$ cat config.mk
export PLATFORM = sky130hd
export DESIGN_NAME = ss_timing_ctrl
export DESIGN_NICKNAME = d
export VERILOG_FILES = /design/src/rtl/ss_pkg.sv /design/src/rtl/ss_rst_sync.sv /design/src/rtl/ss_trig_front.sv /design/src/rtl/ss_down_cnt.sv /design/src/rtl/ss_seq_fsm.sv /design/src/rtl/ss_timing_ctrl.sv
export SDC_FILE = /design/constraint.sdc
export NUM_CORES = 1
export LEC_CHECK = 0
export ABC_CLOCK_PERIOD_IN_PS = 1600
export BUFFER_PORTS_ARGS = -buffer_cell sky130_fd_sc_hd__buf_2
export CAP_MARGIN = 20
export CORE_MARGIN = 10
export CORE_UTILIZATION = 45
export CTS_CLUSTER_SIZE = 20
export DETAILED_ROUTE_END_ITERATION = 8
export PLACE_DENSITY_LB_ADDON = 0.05
export SYNTH_ARGS = -nofsm -noshare
export SYNTH_HDL_FRONTEND = slang
export SYNTH_SLANG_ARGS = --single-unit
$ cat constraint.sdc
create_clock -name clk -period 1.6 [get_ports clk]
set_input_delay 0.16 -clock clk [delete_from_list [all_inputs] [get_ports clk]]
set_output_delay 0.16 -clock clk [all_outputs]
set_load 0.01 [all_outputs]
$ cat src/rtl/ss_pkg.sv
package ss_pkg;
  typedef enum logic [1:0] {
    ST_IDLE   = 2'd0,
    ST_SAMPLE = 2'd1,
    ST_CONV   = 2'd2
  } ss_state_e;

  typedef enum logic [1:0] {
    SRC_SOFT = 2'd0,
    SRC_TA1  = 2'd1,
    SRC_TB0  = 2'd2,
    SRC_TB1  = 2'd3
  } ss_src_e;
endpackage

$ cat src/rtl/ss_rst_sync.sv
module ss_rst_sync #(
  parameter int STAGES = 2
) (
  input  logic clk,
  input  logic rst_n,
  output logic rst_n_sync
);
  logic [STAGES-1:0] rs_q;

  always_ff @(posedge clk or negedge rst_n) begin
    if (!rst_n) rs_q <= '0;
    else        rs_q <= {rs_q[STAGES-2:0], 1'b1};
  end

  assign rst_n_sync = rs_q[STAGES-1];
endmodule

$ cat src/rtl/ss_trig_front.sv
module ss_trig_front
  import ss_pkg::*;
#(
  parameter int SYNC_STAGES = 2
) (
  input  logic       clk,
  input  logic       rst_n,
  input  logic       sw_bit,
  input  logic       tmr_a1,
  input  logic       tmr_b0,
  input  logic       tmr_b1,
  input  logic [1:0] trig_sel,
  input  logic       trig_inv,
  output logic       trig_lvl,
  output logic       trig_rise
);
  logic                   pick;
  logic                   raw;
  logic [SYNC_STAGES-1:0] sync_q;
  logic                   prev_q;

  // source selection, then optional inversion
  always_comb begin
    case (ss_src_e'(trig_sel))
      SRC_SOFT: pick = sw_bit;
      SRC_TA1:  pick = tmr_a1;
      SRC_TB0:  pick = tmr_b0;
      default:  pick = tmr_b1;
    endcase
    raw = pick ^ trig_inv;
  end

  // synchronizer chain into the conversion clock domain
  for (genvar g = 0; g < SYNC_STAGES; g++) begin : g_sync
    if (g == 0) begin : g_first
      always_ff @(posedge clk or negedge rst_n) begin
        if (!rst_n) sync_q[0] <= 1'b0;
        else        sync_q[0] <= raw;
      end
    end else begin : g_next
      always_ff @(posedge clk or negedge rst_n) begin
        if (!rst_n) sync_q[g] <= 1'b0;
        else        sync_q[g] <= sync_q[g-1];
      end
    end
  end

  always_ff @(posedge clk or negedge rst_n) begin
    if (!rst_n) prev_q <= 1'b0;
    else        prev_q <= sync_q[SYNC_STAGES-1];
  end

  assign trig_lvl  = sync_q[SYNC_STAGES-1];
  assign trig_rise = sync_q[SYNC_STAGES-1] & ~prev_q;
endmodule

$ cat src/rtl/ss_down_cnt.sv
module ss_down_cnt #(
  parameter int W = 7
) (
  input  logic         clk,
  input  logic         rst_n,
  input  logic         load,
  input  logic [W-1:0] load_val,
  output logic         cnt_zero
);
  logic [W-1:0] cnt_q;
  logic [W-1:0] cnt_d;
  logic         cnt_en;

  always_comb begin
    cnt_en = load | (cnt_q != '0);
    if (load) cnt_d = load_val;
    else      cnt_d = cnt_q - W'(1);
  end

  always_ff @(posedge clk or negedge rst_n) begin
    if (!rst_n)      cnt_q <= '0;
    else if (cnt_en) cnt_q <= cnt_d;
  end

  assign cnt_zero = (cnt_q == '0);
endmodule

$ cat src/rtl/ss_seq_fsm.sv
module ss_seq_fsm
  import ss_pkg::*;
#(
  parameter int CNT_W       = 7,
  parameter int CONV_CYCLES = 13
) (
  input  logic             clk,
  input  logic             rst_n,
  input  logic             trig_rise,
  input  logic             trig_lvl,
  input  logic             pulse_mode,
  input  logic [CNT_W-1:0] sample_len,
  input  logic             cnt_zero,
  output logic             cnt_load,
  output logic [CNT_W-1:0] cnt_load_val,
  output logic             conv_end,
  output logic             sample_o,
  output logic             conv_o,
  output logic             busy_o,
  output logic             done_o,
  output logic             ovf_o
);
  localparam logic [CNT_W-1:0] CONV_LAST = CNT_W'(CONV_CYCLES - 1);

  ss_state_e st_q, st_d;
  logic      mode_q, mode_d;
  logic      done_q, done_d;
  logic      ovf_q, ovf_d;
  logic      leave_sample;

  // next-state logic
  always_comb begin
    st_d         = st_q;
    mode_d       = mode_q;
    cnt_load     = 1'b0;
    cnt_load_val = '0;
    conv_end     = 1'b0;
    leave_sample = mode_q ? cnt_zero : ~trig_lvl;
    case (st_q)
      ST_IDLE: begin
        if (trig_rise) begin
          st_d   = ST_SAMPLE;
          mode_d = pulse_mode;
          if (pulse_mode) begin
            cnt_load     = 1'b1;
            cnt_load_val = sample_len - CNT_W'(1);
          end
        end
      end
      ST_SAMPLE: begin
        if (leave_sample) begin
          st_d         = ST_CONV;
          cnt_load     = 1'b1;
          cnt_load_val = CONV_LAST;
        end
      end
      ST_CONV: begin
        if (cnt_zero) begin
          st_d     = ST_IDLE;
          conv_end = 1'b1;
        end
      end
      default: st_d = ST_IDLE;
    endcase
    done_d = conv_end;
    ovf_d  = trig_rise & (st_q != ST_IDLE);
  end

  // state registers
  always_ff @(posedge clk or negedge rst_n) begin
    if (!rst_n) begin
      st_q   <= ST_IDLE;
      mode_q <= 1'b0;
      done_q <= 1'b0;
      ovf_q  <= 1'b0;
    end else begin
      st_q   <= st_d;
      mode_q <= mode_d;
      done_q <= done_d;
      ovf_q  <= ovf_d;
    end
  end

  assign sample_o = (st_q == ST_SAMPLE);
  assign conv_o   = (st_q == ST_CONV);
  assign busy_o   = (st_q != ST_IDLE);
  assign done_o   = done_q;
  assign ovf_o    = ovf_q;
endmodule

$ cat src/rtl/ss_timing_ctrl.sv
module ss_timing_ctrl #(
  parameter int ENTRY_W     = 4,
  parameter int SHT_W       = 4,
  parameter int SHT_STEP    = 4,
  parameter int CONV_CYCLES = 13,
  parameter int SYNC_STAGES = 2
) (
  input  logic               clk,
  input  logic               rst_n,
  input  logic               sw_start_set,
  input  logic               sw_start_clr,
  input  logic               tmr_a1,
  input  logic               tmr_b0,
  input  logic               tmr_b1,
  input  logic [1:0]         trig_sel,
  input  logic               trig_inv,
  input  logic               pulse_mode,
  input  logic [SHT_W-1:0]   samp_len_lo,
  input  logic [SHT_W-1:0]   samp_len_hi,
  input  logic [ENTRY_W-1:0] entry_idx,
  output logic               sample_o,
  output logic               conv_o,
  output logic               busy_o,
  output logic               done_o,
  output logic               ovf_o,
  output logic               sw_bit_o
);
  localparam int NUM_ENTRIES = 1 << ENTRY_W;
  localparam int BANK_SPLIT  = NUM_ENTRIES / 2;
  localparam int MAX_SAMPLE  = SHT_STEP * (1 << SHT_W);
  localparam int MAX_LEN     = (MAX_SAMPLE > CONV_CYCLES) ? MAX_SAMPLE : CONV_CYCLES;
  localparam int CNT_W       = $clog2(MAX_LEN + 1);

  logic             rst_n_i;
  logic             sw_q, sw_d;
  logic             trig_lvl, trig_rise;
  logic [SHT_W-1:0] len_field;
  logic [CNT_W-1:0] sample_len;
  logic             cnt_load, cnt_zero, conv_end;
  logic [CNT_W-1:0] cnt_load_val;

  ss_rst_sync #(.STAGES(2)) u_rst (
    .clk        (clk),
    .rst_n      (rst_n),
    .rst_n_sync (rst_n_i)
  );

  // software start bit: set wins, cleared by software or at end of conversion
  always_comb begin
    if (sw_start_set)                     sw_d = 1'b1;
    else if (sw_start_clr || conv_end)    sw_d = 1'b0;
    else                                  sw_d = sw_q;
  end

  always_ff @(posedge clk or negedge rst_n_i) begin
    if (!rst_n_i) sw_q <= 1'b0;
    else          sw_q <= sw_d;
  end

  // per-bank sample length in steps of SHT_STEP clocks
  always_comb begin
    len_field  = (entry_idx >= ENTRY_W'(BANK_SPLIT)) ? samp_len_hi : samp_len_lo;
    sample_len = (CNT_W'(len_field) + CNT_W'(1)) * CNT_W'(SHT_STEP);
  end

  ss_trig_front #(.SYNC_STAGES(SYNC_STAGES)) u_front (
    .clk       (clk),
    .rst_n     (rst_n_i),
    .sw_bit    (sw_q),
    .tmr_a1    (tmr_a1),
    .tmr_b0    (tmr_b0),
    .tmr_b1    (tmr_b1),
    .trig_sel  (trig_sel),
    .trig_inv  (trig_inv),
    .trig_lvl  (trig_lvl),
    .trig_rise (trig_rise)
  );

  ss_down_cnt #(.W(CNT_W)) u_cnt (
    .clk      (clk),
    .rst_n    (rst_n_i),
    .load     (cnt_load),
    .load_val (cnt_load_val),
    .cnt_zero (cnt_zero)
  );

  ss_seq_fsm #(.CNT_W(CNT_W), .CONV_CYCLES(CONV_CYCLES)) u_fsm (
    .clk          (clk),
    .rst_n        (rst_n_i),
    .trig_rise    (trig_rise),
    .trig_lvl     (trig_lvl),
    .pulse_mode   (pulse_mode),
    .sample_len   (sample_len),
    .cnt_zero     (cnt_zero),
    .cnt_load     (cnt_load),
    .cnt_load_val (cnt_load_val),
    .conv_end     (conv_end),
    .sample_o     (sample_o),
    .conv_o       (conv_o),
    .busy_o       (busy_o),
    .done_o       (done_o),
    .ovf_o        (ovf_o)
  );

  assign sw_bit_o = sw_q;
endmodule

# ---- Yosys cells after proc, flatten, opt, wreduce, memory -nomap -nowiden
# Index checks and enable logic that the tools add are counted.
dict set report classes {
  n_addsub 3
  mul 0
  div_mod_pow 0
  order_cmp 1
  eq_ne 7
  n_shift 0
  mux 20
  bitwise_logic 6
  reduce_logical 9
}
# cell count
set op_table {}
lappend op_table {{two-way mux 7 bit} 3}
lappend op_table {{case mux 7 bit (2 select lines)} 1}
lappend op_table {{subtractor 7 x 1 -> 7 bit (second input constant)} 2}
lappend op_table {{two-way mux 1 bit} 8}
lappend op_table {{two-way mux 4 bit} 2}
lappend op_table {{logical NOT 7 bit} 1}
lappend op_table {{nonzero test 7 bit} 1}
lappend op_table {{two-way mux 2 bit} 3}
lappend op_table {{!= test 2 x 1 -> 1 bit (second input constant)} 3}
lappend op_table {{case mux 2 bit (3 select lines)} 1}
lappend op_table {{adder 4 x 1 -> 5 bit (second input constant)} 1}
lappend op_table {{equality test 2 x 1 -> 1 bit (second input constant)} 2}
lappend op_table {{equality test 2 bit (second input constant)} 2}
lappend op_table {{greater-or-equal comparator 4 bit (second input constant)} 1}
lappend op_table {{logical NOT 2 bit} 2}
lappend op_table {{nonzero test 2 bit} 2}
lappend op_table {{case mux 1 bit (3 select lines)} 1}
lappend op_table {{AND reduction 3 bit} 1}
lappend op_table {{AND 1 bit} 2}
lappend op_table {{inverter 1 bit} 2}
lappend op_table {{case mux 1 bit (2 select lines)} 1}
lappend op_table {{AND reduction 2 bit} 1}
lappend op_table {{logical OR 1 bit} 1}
lappend op_table {{OR 1 bit} 1}
lappend op_table {{XOR 1 bit} 1}
dict set report totals {
  reg_bits 18
  latchBits 0
  ram_bits 0
  romBits 0
  inputBits 23
  out_inout_bits 6
  elab_cells 56
  memories 0
}

# ---- Longest topological paths before layout
# Gate-level depths: netlist (run 1).
dict set report depth {
  depth_word 8
  depth_mapped 6
  mapped_depth_nobuf 6
}

# ---- Hierarchy
# A second synthesis (run 1) with hierarchy kept.
dict set report unflattened {
  hier_cells 114
  hier_area_um2 1128.6
}
# module n_inst cells_each area_each_um2
set by_module_without_submodules {}
lappend by_module_without_submodules {ss_down_cnt 1 43 434.2}
lappend by_module_without_submodules {ss_seq_fsm 1 46 387.9}
lappend by_module_without_submodules {ss_timing_ctrl 1 16 140.1}
lappend by_module_without_submodules {ss_trig_front 1 6 112.6}
lappend by_module_without_submodules {ss_rst_sync 1 3 53.8}

# ---- Worst setup path before layout (run 1)
# No wires, ideal clock.
dict set report synth_path {
  path_type {reg2reg}
  from {reg u_cnt.cnt_q[0]}
  to {reg u_cnt.cnt_q[1]}
  arrival_ns 1.370
  t_required_ns 1.453
  path_slack_ns 0.083
  stages_incl_launch_ff 7
  path_cell_list {dfrtp_1 -> inv_1 -> ha_1 -> nor3b_2 -> and4b_1 -> o21a_1 -> o311ai_1}
}
dict set report synth_between {
  elab_chain_len 5
}
# element line_no
set synth_rtl {}
lappend synth_rtl {{from (decl)} ss_down_cnt.sv:10} ;# logic [W-1:0] cnt_q;
lappend synth_rtl {{from (signal assigned)} ss_down_cnt.sv:22} ;# else if (cnt_en) cnt_q <= cnt_d;
lappend synth_rtl {{logical NOT 7 bit} ss_down_cnt.sv:25} ;# assign cnt_zero = (cnt_q == '0);
lappend synth_rtl {{two-way mux 1 bit} ss_seq_fsm.sv:38} ;# leave_sample = mode_q ? cnt_zero : ~trig_lvl;
lappend synth_rtl {{two-way mux 1 bit} ss_seq_fsm.sv:51} ;# if (leave_sample) begin
lappend synth_rtl {{case mux 1 bit (2 select lines)} ss_seq_fsm.sv:39} ;# case (st_q)
lappend synth_rtl {{two-way mux 7 bit or OR 1 bit (tied branches)} {ss_down_cnt.sv:16, ss_down_cnt.sv:15}}
# Parallel ways exist; a longest one is shown, timed or not.
# A chain may end at the register's enable or synchronous reset.

# ---- Worst setup path in the final report (run 1)
dict set report layout_path {
  from {reg u_cnt.cnt_q[1]}
  to {reg u_cnt.cnt_q[1]}
}
# The elaborated chain is that of the path after synthesis.

==> results of run 1 <==
## cell usage after synthesis (all sizes together), types with 2 or more instances
| cell type | count | area, um^2 |
|---|---|---|
| dfrtp | 18 | 450 |
| xnor2 | 2 | 17.5 |
| inv | 3 | 11.3 |
| nand2b | 3 | 18.8 |
| xor2 | 3 | 26.3 |
| mux2i | 5 | 50.1 |
| nand2 | 5 | 18.8 |
| nor2b | 2 | 12.5 |
| nor2 | 6 | 30.0 |
| o311ai | 2 | 17.5 |
| o21ai | 4 | 20.0 |
| nand3 | 3 | 15.0 |
## routing by layer
layer	GRT usage, %	vias to the layer above
li1	-	348
met1	10.1	335
met2	15.3	18
met3	3.18	0
met4	2.73	0
met5	0	-
## registers in the layout (all words and copies together) (netlist names)
name / flops
u_cnt.cnt_q: 7
u_fsm.st_q: 2
u_rst.rs_q: 2
sw_bit_o: 1
u_front.prev_q: 1
u_front.sync_q: 1
u_front.trig_lvl: 1
u_fsm.done_o: 1
u_fsm.mode_q: 1
u_fsm.ovf_o: 1
## worst max path at each step
| stage | startpoint | end | cells after the start |
|---|---|---|---|
| after global placement | u_cnt.cnt_q[1]$_DFFE_PN0P_ | u_cnt.cnt_q[0]$_DFFE_PN0P_ | 6 |
| after detailed placement | u_cnt.cnt_q[1]$_DFFE_PN0P_ | u_cnt.cnt_q[1]$_DFFE_PN0P_ | 6 |
| after global routing | u_cnt.cnt_q[1]$_DFFE_PN0P_ | u_cnt.cnt_q[1]$_DFFE_PN0P_ | 6 |
| after CTS | u_cnt.cnt_q[1]$_DFFE_PN0P_ | u_cnt.cnt_q[1]$_DFFE_PN0P_ | 6 |
| after floorplan | u_cnt.cnt_q[0]$_DFFE_PN0P_ | u_cnt.cnt_q[1]$_DFFE_PN0P_ | 6 |
| final | u_cnt.cnt_q[1]$_DFFE_PN0P_ | u_cnt.cnt_q[1]$_DFFE_PN0P_ | 6 |
## metrics by stage
| step | TNS [ns] | area, um^2 | power [uW] |
|---|---|---|---|
| CTS | 0 | 1120 | 1780 |
| global route | -0.0970 | 1150 | 1990 |
| floorplan | 0 | 856 | 1180 |
| detailed placement | 0 | 1060 | 1480 |
| global placement | 0 | 1060 | 1460 |
| finish | 0 | 1150 | 1840 |
## critical path, stage by stage, from the launching register on
cell and delay [ns]:
dfrtp_1 0.41, inv_2 0.09, ha_4 0.13, nor3b_4 0.23, and4b_1 0.25, o21a_1 0.22
o311ai_2 0.11
## power by group
group	switching [uW]	internal [uW]
combinational	400	448
clock	135	138
sequential	133	590
## cells by family after synthesis
kind of cell               synth area share, %
xor gates and xnor gates                  5.12
adders and majority gates                 1.46
DFF                                       52.6
buffers and inverters                     2.19
AOI/OAI and AO/OA                         12.3
other                                    0.438
and+or+nand+nor                           17.4
muxes                                     8.48
## final cells by class
| cell class | instances | area, um^2 | share of cell area, % |
|---|---|---|---|
| sequential | 18 | 450 | 39.1 |
| inverter | 3 | 11.3 | 0.977 |
| multi-input combinational | 53 | 420 | 36.5 |
| clock buffer | 4 | 36.3 | 3.15 |
| tap | 25 | 31.3 | 2.71 |
| timing repair buffer | 35 | 203 | 17.6 |
## cells in the final DEF (no fill, tap or decap)
cell type	Yosys	final
conb_1	1	1
a22oi_2	0	1
a32oi_1	1	1
a211oi_1	1	1
nor2_1	5	5
o31ai_1	1	1
clkbuf_4	0	3
ha_4	0	1
o21ai_1	0	1
o21a_1	1	1
nor3b_4	0	1
nor2_4	1	1
o21ai_0	4	3
dfrtp_1	18	18
inv_2	0	2
o311ai_0	1	1
nor2b_1	2	2
dlygate4sd3_1	0	1
nand2_2	0	1
mux2i_1	5	5
o22ai_1	1	1
or4_4	1	1
and4b_1	1	1
xnor2_1	2	2
nor3_1	1	1
nand2_1	5	4
mux4_2	1	1
and3_1	1	1
buf_2	0	25
o21bai_1	1	1
o311ai_2	0	1
clkbuf_8	0	1
nand3_1	3	3
inv_1	3	1
xor2_1	3	3
nand4b_1	1	1
nand2b_1	3	3
o211ai_1	1	1
buf_4	0	9
a21o_1	1	1
## repair_timing
action                     4_1_cts  5_1_grt
hold buffers                     1        0
gates resized for setup          1        8
gates cloned                     0        0
setup buffers                    0        1
pin swaps                        0        1
hold endpoints to repair         2        0
setup endpoints to repair        2        7
==> summary.txt, run 1 <==
Status -> completed
Buffers on Ports -> 25
Synthesized cell area -> 856 um^2
CP max FO -> 4
Unrepaired setup endpoints after global routing -> true
Pwr/cell area -> 1600 mW/mm^2
Ys Warns -> 0
Final wirelength -> 1930 um
Min-Delay Endpoint -> u_front.sync_q[0]$_DFF_PN0_
Fmax -> 637 MHz
Die W -> 63.6 um
Layout cells sized above 1 -> 42.5%
Number of flops mapped to enable cells by yosys -> 0
Syn Inst Count -> 76
Worst EP arrival -> 1.72 ns
# diodes -> 0
Hold Path Cell Cnt -> 2
Skew-Pair Late Insertion Delay -> 0.29 ns
DP HPWL -> 1530 um
Routed met3 length -> 109 um
Routed WL per cell -> 14.0 um
Via count -> 701
Die H -> 63.6 um
GRT overflow -> 0
Clock-pin slew on the worst setup and hold paths -> 0.10 ns
CP endpoint kind -> register
WS Path Type -> register to register
Final core occ -> 65.3%
Cell Count, Final, Fillers Out -> 138
Leakage -> 0.000583 uW
Post-synth ARST share -> 100%
Met2 routed WL -> 946 um
Die area -> 0.00405 mm^2
CP required -> 1.75 ns
Core area -> 0.00176 mm^2
Worst setup margin -> 0.0292 ns
Final Critical Period -> 1.57 ns
Number of max-cap violations -> 0
Worst hold slack -> 0.0574 ns
Standard-cell row count -> 15
Syn Nets -> 100
CTS Sinks -> 18
Slew Limit Fails -> 0
First-pass GRT wire length -> 3060 um
Worst r2r path cells -> 6
Fillers -> 163
Fin crit share -> 98.2%
Post-route DRC -> 0
Yosys reg bits -> 18
Ports -> 29
Post-placement setup slack -> 0.00199 ns
Initial antenna violation count -> 0
Hold Startpoint -> trig_inv
Crit path launch type -> register
Routed Antenna Nets -> 0
Overall Global Routing Usage -> 8.97%
R2r endpoint -> u_cnt.cnt_q[1]$_DFFE_PN0P_
Post-synth cell types -> 34
Sequential share of the synthesized area -> 52.6%
RR Startpoint -> u_cnt.cnt_q[1]$_DFFE_PN0P_
RePlAce Congestion -> 0.849
Layout Skew -> 0.00762 ns
Max VDD drop -> 917 uV
Ys flop type -> dfrtp_1
Drt pass-1 iters -> 4
Hold WC Path Type -> primary input to register
Slew @ Worst Pin -> 0.618 ns
CTS tree -> done
Largest net degree at the start of global routing -> 17
Met1 WL -> 871 um
Syn avg cell area -> 11.3 um^2
Area delta synth->final -> 34.6%
Bufs on Longest Clock Path -> 2
Vias per Instance -> 5.08
Initial drt markers -> 9
Root Driver -> clkbuf_4
Rel. slew slack -> 58.8%
Htree depth -> 1
Setup slack, reg-to-reg -> 0.03 ns
Final Hold Fails -> 0
Initial Util -> 48.5%
Placed Instances -> 132
# setup viols final -> 0
CTS Buf Count -> 3
Nets -> 138
Max Used Layer -> met3
Vias in the first global route -> 738
(Power assumes the default switching activity.)
==> inputs of run 2 (changes only) <==
- PLACE_DENSITY: default -> 0.74
- PLACE_DENSITY_LB_ADDON: 0.05 -> default
==> summary.txt, run 2 (same netlist as run 1, synthesis figures left out) <==
Via count -> 704 (+0.43%)
Ports -> 29 (unchanged)
Crit path launch type -> register
Largest net degree at the start of global routing -> 17 (unchanged)
Layout Skew -> 0.000499 ns (-0.00712 ns)
Die area -> 0.00405 mm^2 (unchanged)
Cell area after placement -> 0.00104 mm^2 (-2.1%)
Final wirelength -> 1970 um (+2.2%)
Fmax -> 650 MHz (+2.1%)
Vias in the first global route -> 771 (+4.5%)
Initial drt markers -> 4 (-5)
Bufs on Longest Clock Path -> 2 (unchanged)
Root Driver -> clkbuf_4
Nets -> 136 (-1.4%)
Initial Util -> 48.5% (unchanged)
Biggest regs -> u_cnt.cnt_q x7, u_fsm.st_q x2, u_rst.rs_q x2
# diodes -> 0 (unchanged)
Met2 Use GR -> 17.6% (+2.3 points)
Final core occ -> 63.8% (-1.5 points)
Most flops, register -> u_cnt.cnt_q
Clock-pin slew on the worst setup and hold paths -> 0.10 ns (about the same)
Worst setup margin -> 0.0613 ns (+0.0320 ns)
Rel. slew slack -> 59.0% (+0.17 points)
Most common cell after layout, fill and taps aside -> buf_2
GRT busiest layer -> met2
Layout cells sized above 1 -> 40.5% (-1.9 points)
Overall Global Routing Usage -> 9.69% (+0.72 points)
Worst EP arrival -> 1.72 ns (about the same)
Standard-cell row count -> 15 (unchanged)
CP required -> 1.78 ns (+0.03 ns)
Final Critical Period -> 1.54 ns (-0.0320 ns)
M3 GR Usage -> 3.53% (+0.35 points)
Crit path cell chain -> buf_4, or4_4, nor2_4, xnor2_1, o22ai_1
WS Path Type -> register to register
Vias per Instance -> 5.18 (+1.9%)
RePlAce Congestion -> 0.769 (-9.4%)
Slew @ Worst Pin -> 0.615 ns (-0.00260 ns)
Initial antenna violation count -> 0 (unchanged)
Drt pass-1 iters -> 4 (unchanged)
Leakage -> 0.000571 uW (-2.1%)
Skew-Pair Late Insertion Delay -> 0.29 ns (about the same)
Post-route DRC -> 0 (unchanged)
Slowest CP cell -> or4_4
Final Hold Fails -> 0 (unchanged)
First-pass GRT wire length -> 3260 um (+6.5%)
CP max FO -> 2 (-2)
Met1 usage -> 9.63% (-0.51 points)
Routed Antenna Nets -> 0 (unchanged)
Slew Limit Fails -> 0 (unchanged)
GRT overflow -> 0 (unchanged)
Max VDD drop -> 786 uV (-14%)
Setup slack, reg-to-reg -> 0.06 ns (+0.03 ns)
Routed WL per cell -> 14.5 um (+3.7%)
Number of max-cap violations -> 0 (unchanged)
Htree depth -> 1 (unchanged)
Fin crit share -> 96.2% (-2.0 points)
DP HPWL -> 1550 um (+1.3%)
Pwr/cell area -> 1600 mW/mm^2 (about the same)
CTS Buf Count -> 3 (unchanged)
CP endpoint kind -> register
CP max stage delay -> 0.56 ns (+0.15 ns)
Seq. cell area -> 450 um^2 (unchanged)
Max reg flops -> 7 (unchanged)
Die W -> 63.6 um (unchanged)
Core area -> 0.00176 mm^2 (unchanged)
Hold WC Path Type -> primary input to register
CTS tree -> done
Post-placement setup slack -> -0.0392 ns (-0.0412 ns)
# setup viols final -> 0 (unchanged)
Post-route cell area -> 0.00113 mm^2 (-2.3%)
CTS Sinks -> 18 (unchanged)
Buffers on Ports -> 25 (unchanged)
Status -> completed
Area delta synth->final -> 31.6%
Worst hold slack -> 0.0443 ns (-0.0131 ns)
Fillers -> 159 (-2.5%)
Die H -> 63.6 um (unchanged)
Most frequent cells in the layout -> 25 x buf_2, 18 x dfrtp_1, 7 x buf_4
Area occupied by multi-input gates -> 409 um^2 (-2.7%)
run 2: cell types whose count changed in the layout (fill, tap and decap cells not counted):
cell      change
a22oi_1       +1
o21a_2        +1
o311ai_1      +2
o21ai_1       +1
o21a_1        -1
o21ai_0       -1
a22oi_2       -1
o311ai_0      -1
o311ai_2      -1
buf_4         -2
run 2: final timing paths:
kind	start	endpoint	cells past startpoint
setup / recovery	u_cnt.cnt_q[1]$_DFFE_PN0P_	u_cnt.cnt_q[5]$_DFFE_PN0P_	5
setup reg to reg	u_cnt.cnt_q[1]$_DFFE_PN0P_	u_cnt.cnt_q[5]$_DFFE_PN0P_	5
hold / removal	trig_inv	u_front.sync_q[0]$_DFF_PN0_	2
hold reg to reg	u_rst.rs_q[1]$_DFF_PN0_	u_front.prev_q$_DFF_PN0_	0
min in group asynchronous	rst_n	u_rst.rs_q[0]$_DFF_PN0_	2
max in group asynchronous	u_rst.rs_q[1]$_DFF_PN0_	u_cnt.cnt_q[3]$_DFFE_PN0P_	0
run 2: metrics by stage:
stage / setup TNS, ns / power (uW) / instances
6_report: 0 / 1800 / 136
5_1_grt: -0.0262 / 1940 / 136
4_1_cts: 0 / 1730 / 135
3_5_place_dp: -0.0892 / 1420 / 129
3_3_place_gp: 0 / 1380 / 129
2_1_floorplan: 0 / 1180 / 76
run 2: where the power goes:
| part | total (uW) | internal (uW) | switching, uW | leakage (uW) |
|---|---|---|---|---|
| Clock | 272 | 139 | 134 | 0.0000210 |
| Combinational | 790 | 409 | 381 | 0.000329 |
| Sequential | 739 | 590 | 150 | 0.000221 |
| Total | 1800 | 1140 | 664 | 0.000571 |
run 2: final cells by class:
cell class	count	share of cell area, %
sequential	18	40.0
tap	25	2.78
inverter	3	1.00
clock buffer	4	3.22
timing repair buffer	33	16.7
multi-input combinational	53	36.3
run 2: repair_timing:
action / CTS / global route
setup endpoints to repair: 6 / 8
endpoints found under the hold margin: 2 / 0
setup buffers: 1 / 1
pin swaps: 1 / 4
hold buffers: 1 / 0
gates resized for setup: 1 / 9
cloned: 0 / 0
run 2: worst max-delay path, delay by kind of cell, from the launching register on:
kind / cells / cell delay [ns]
AO/OA/AOI/OAI: 1 / 0.10
XOR/XNOR: 1 / 0.13
buffers and inverters: 1 / 0.14
flip-flops: 1 / 0.40
AND/OR/NAND/NOR: 2 / 0.66
run 2: metal layers:
metal / vias up / part of all wire, %
met2: 14 / 54
met5: - / 0
met1: 347 / 39
met3: 2 / 6.0
li1: 341 / -
met4: 0 / 0.76
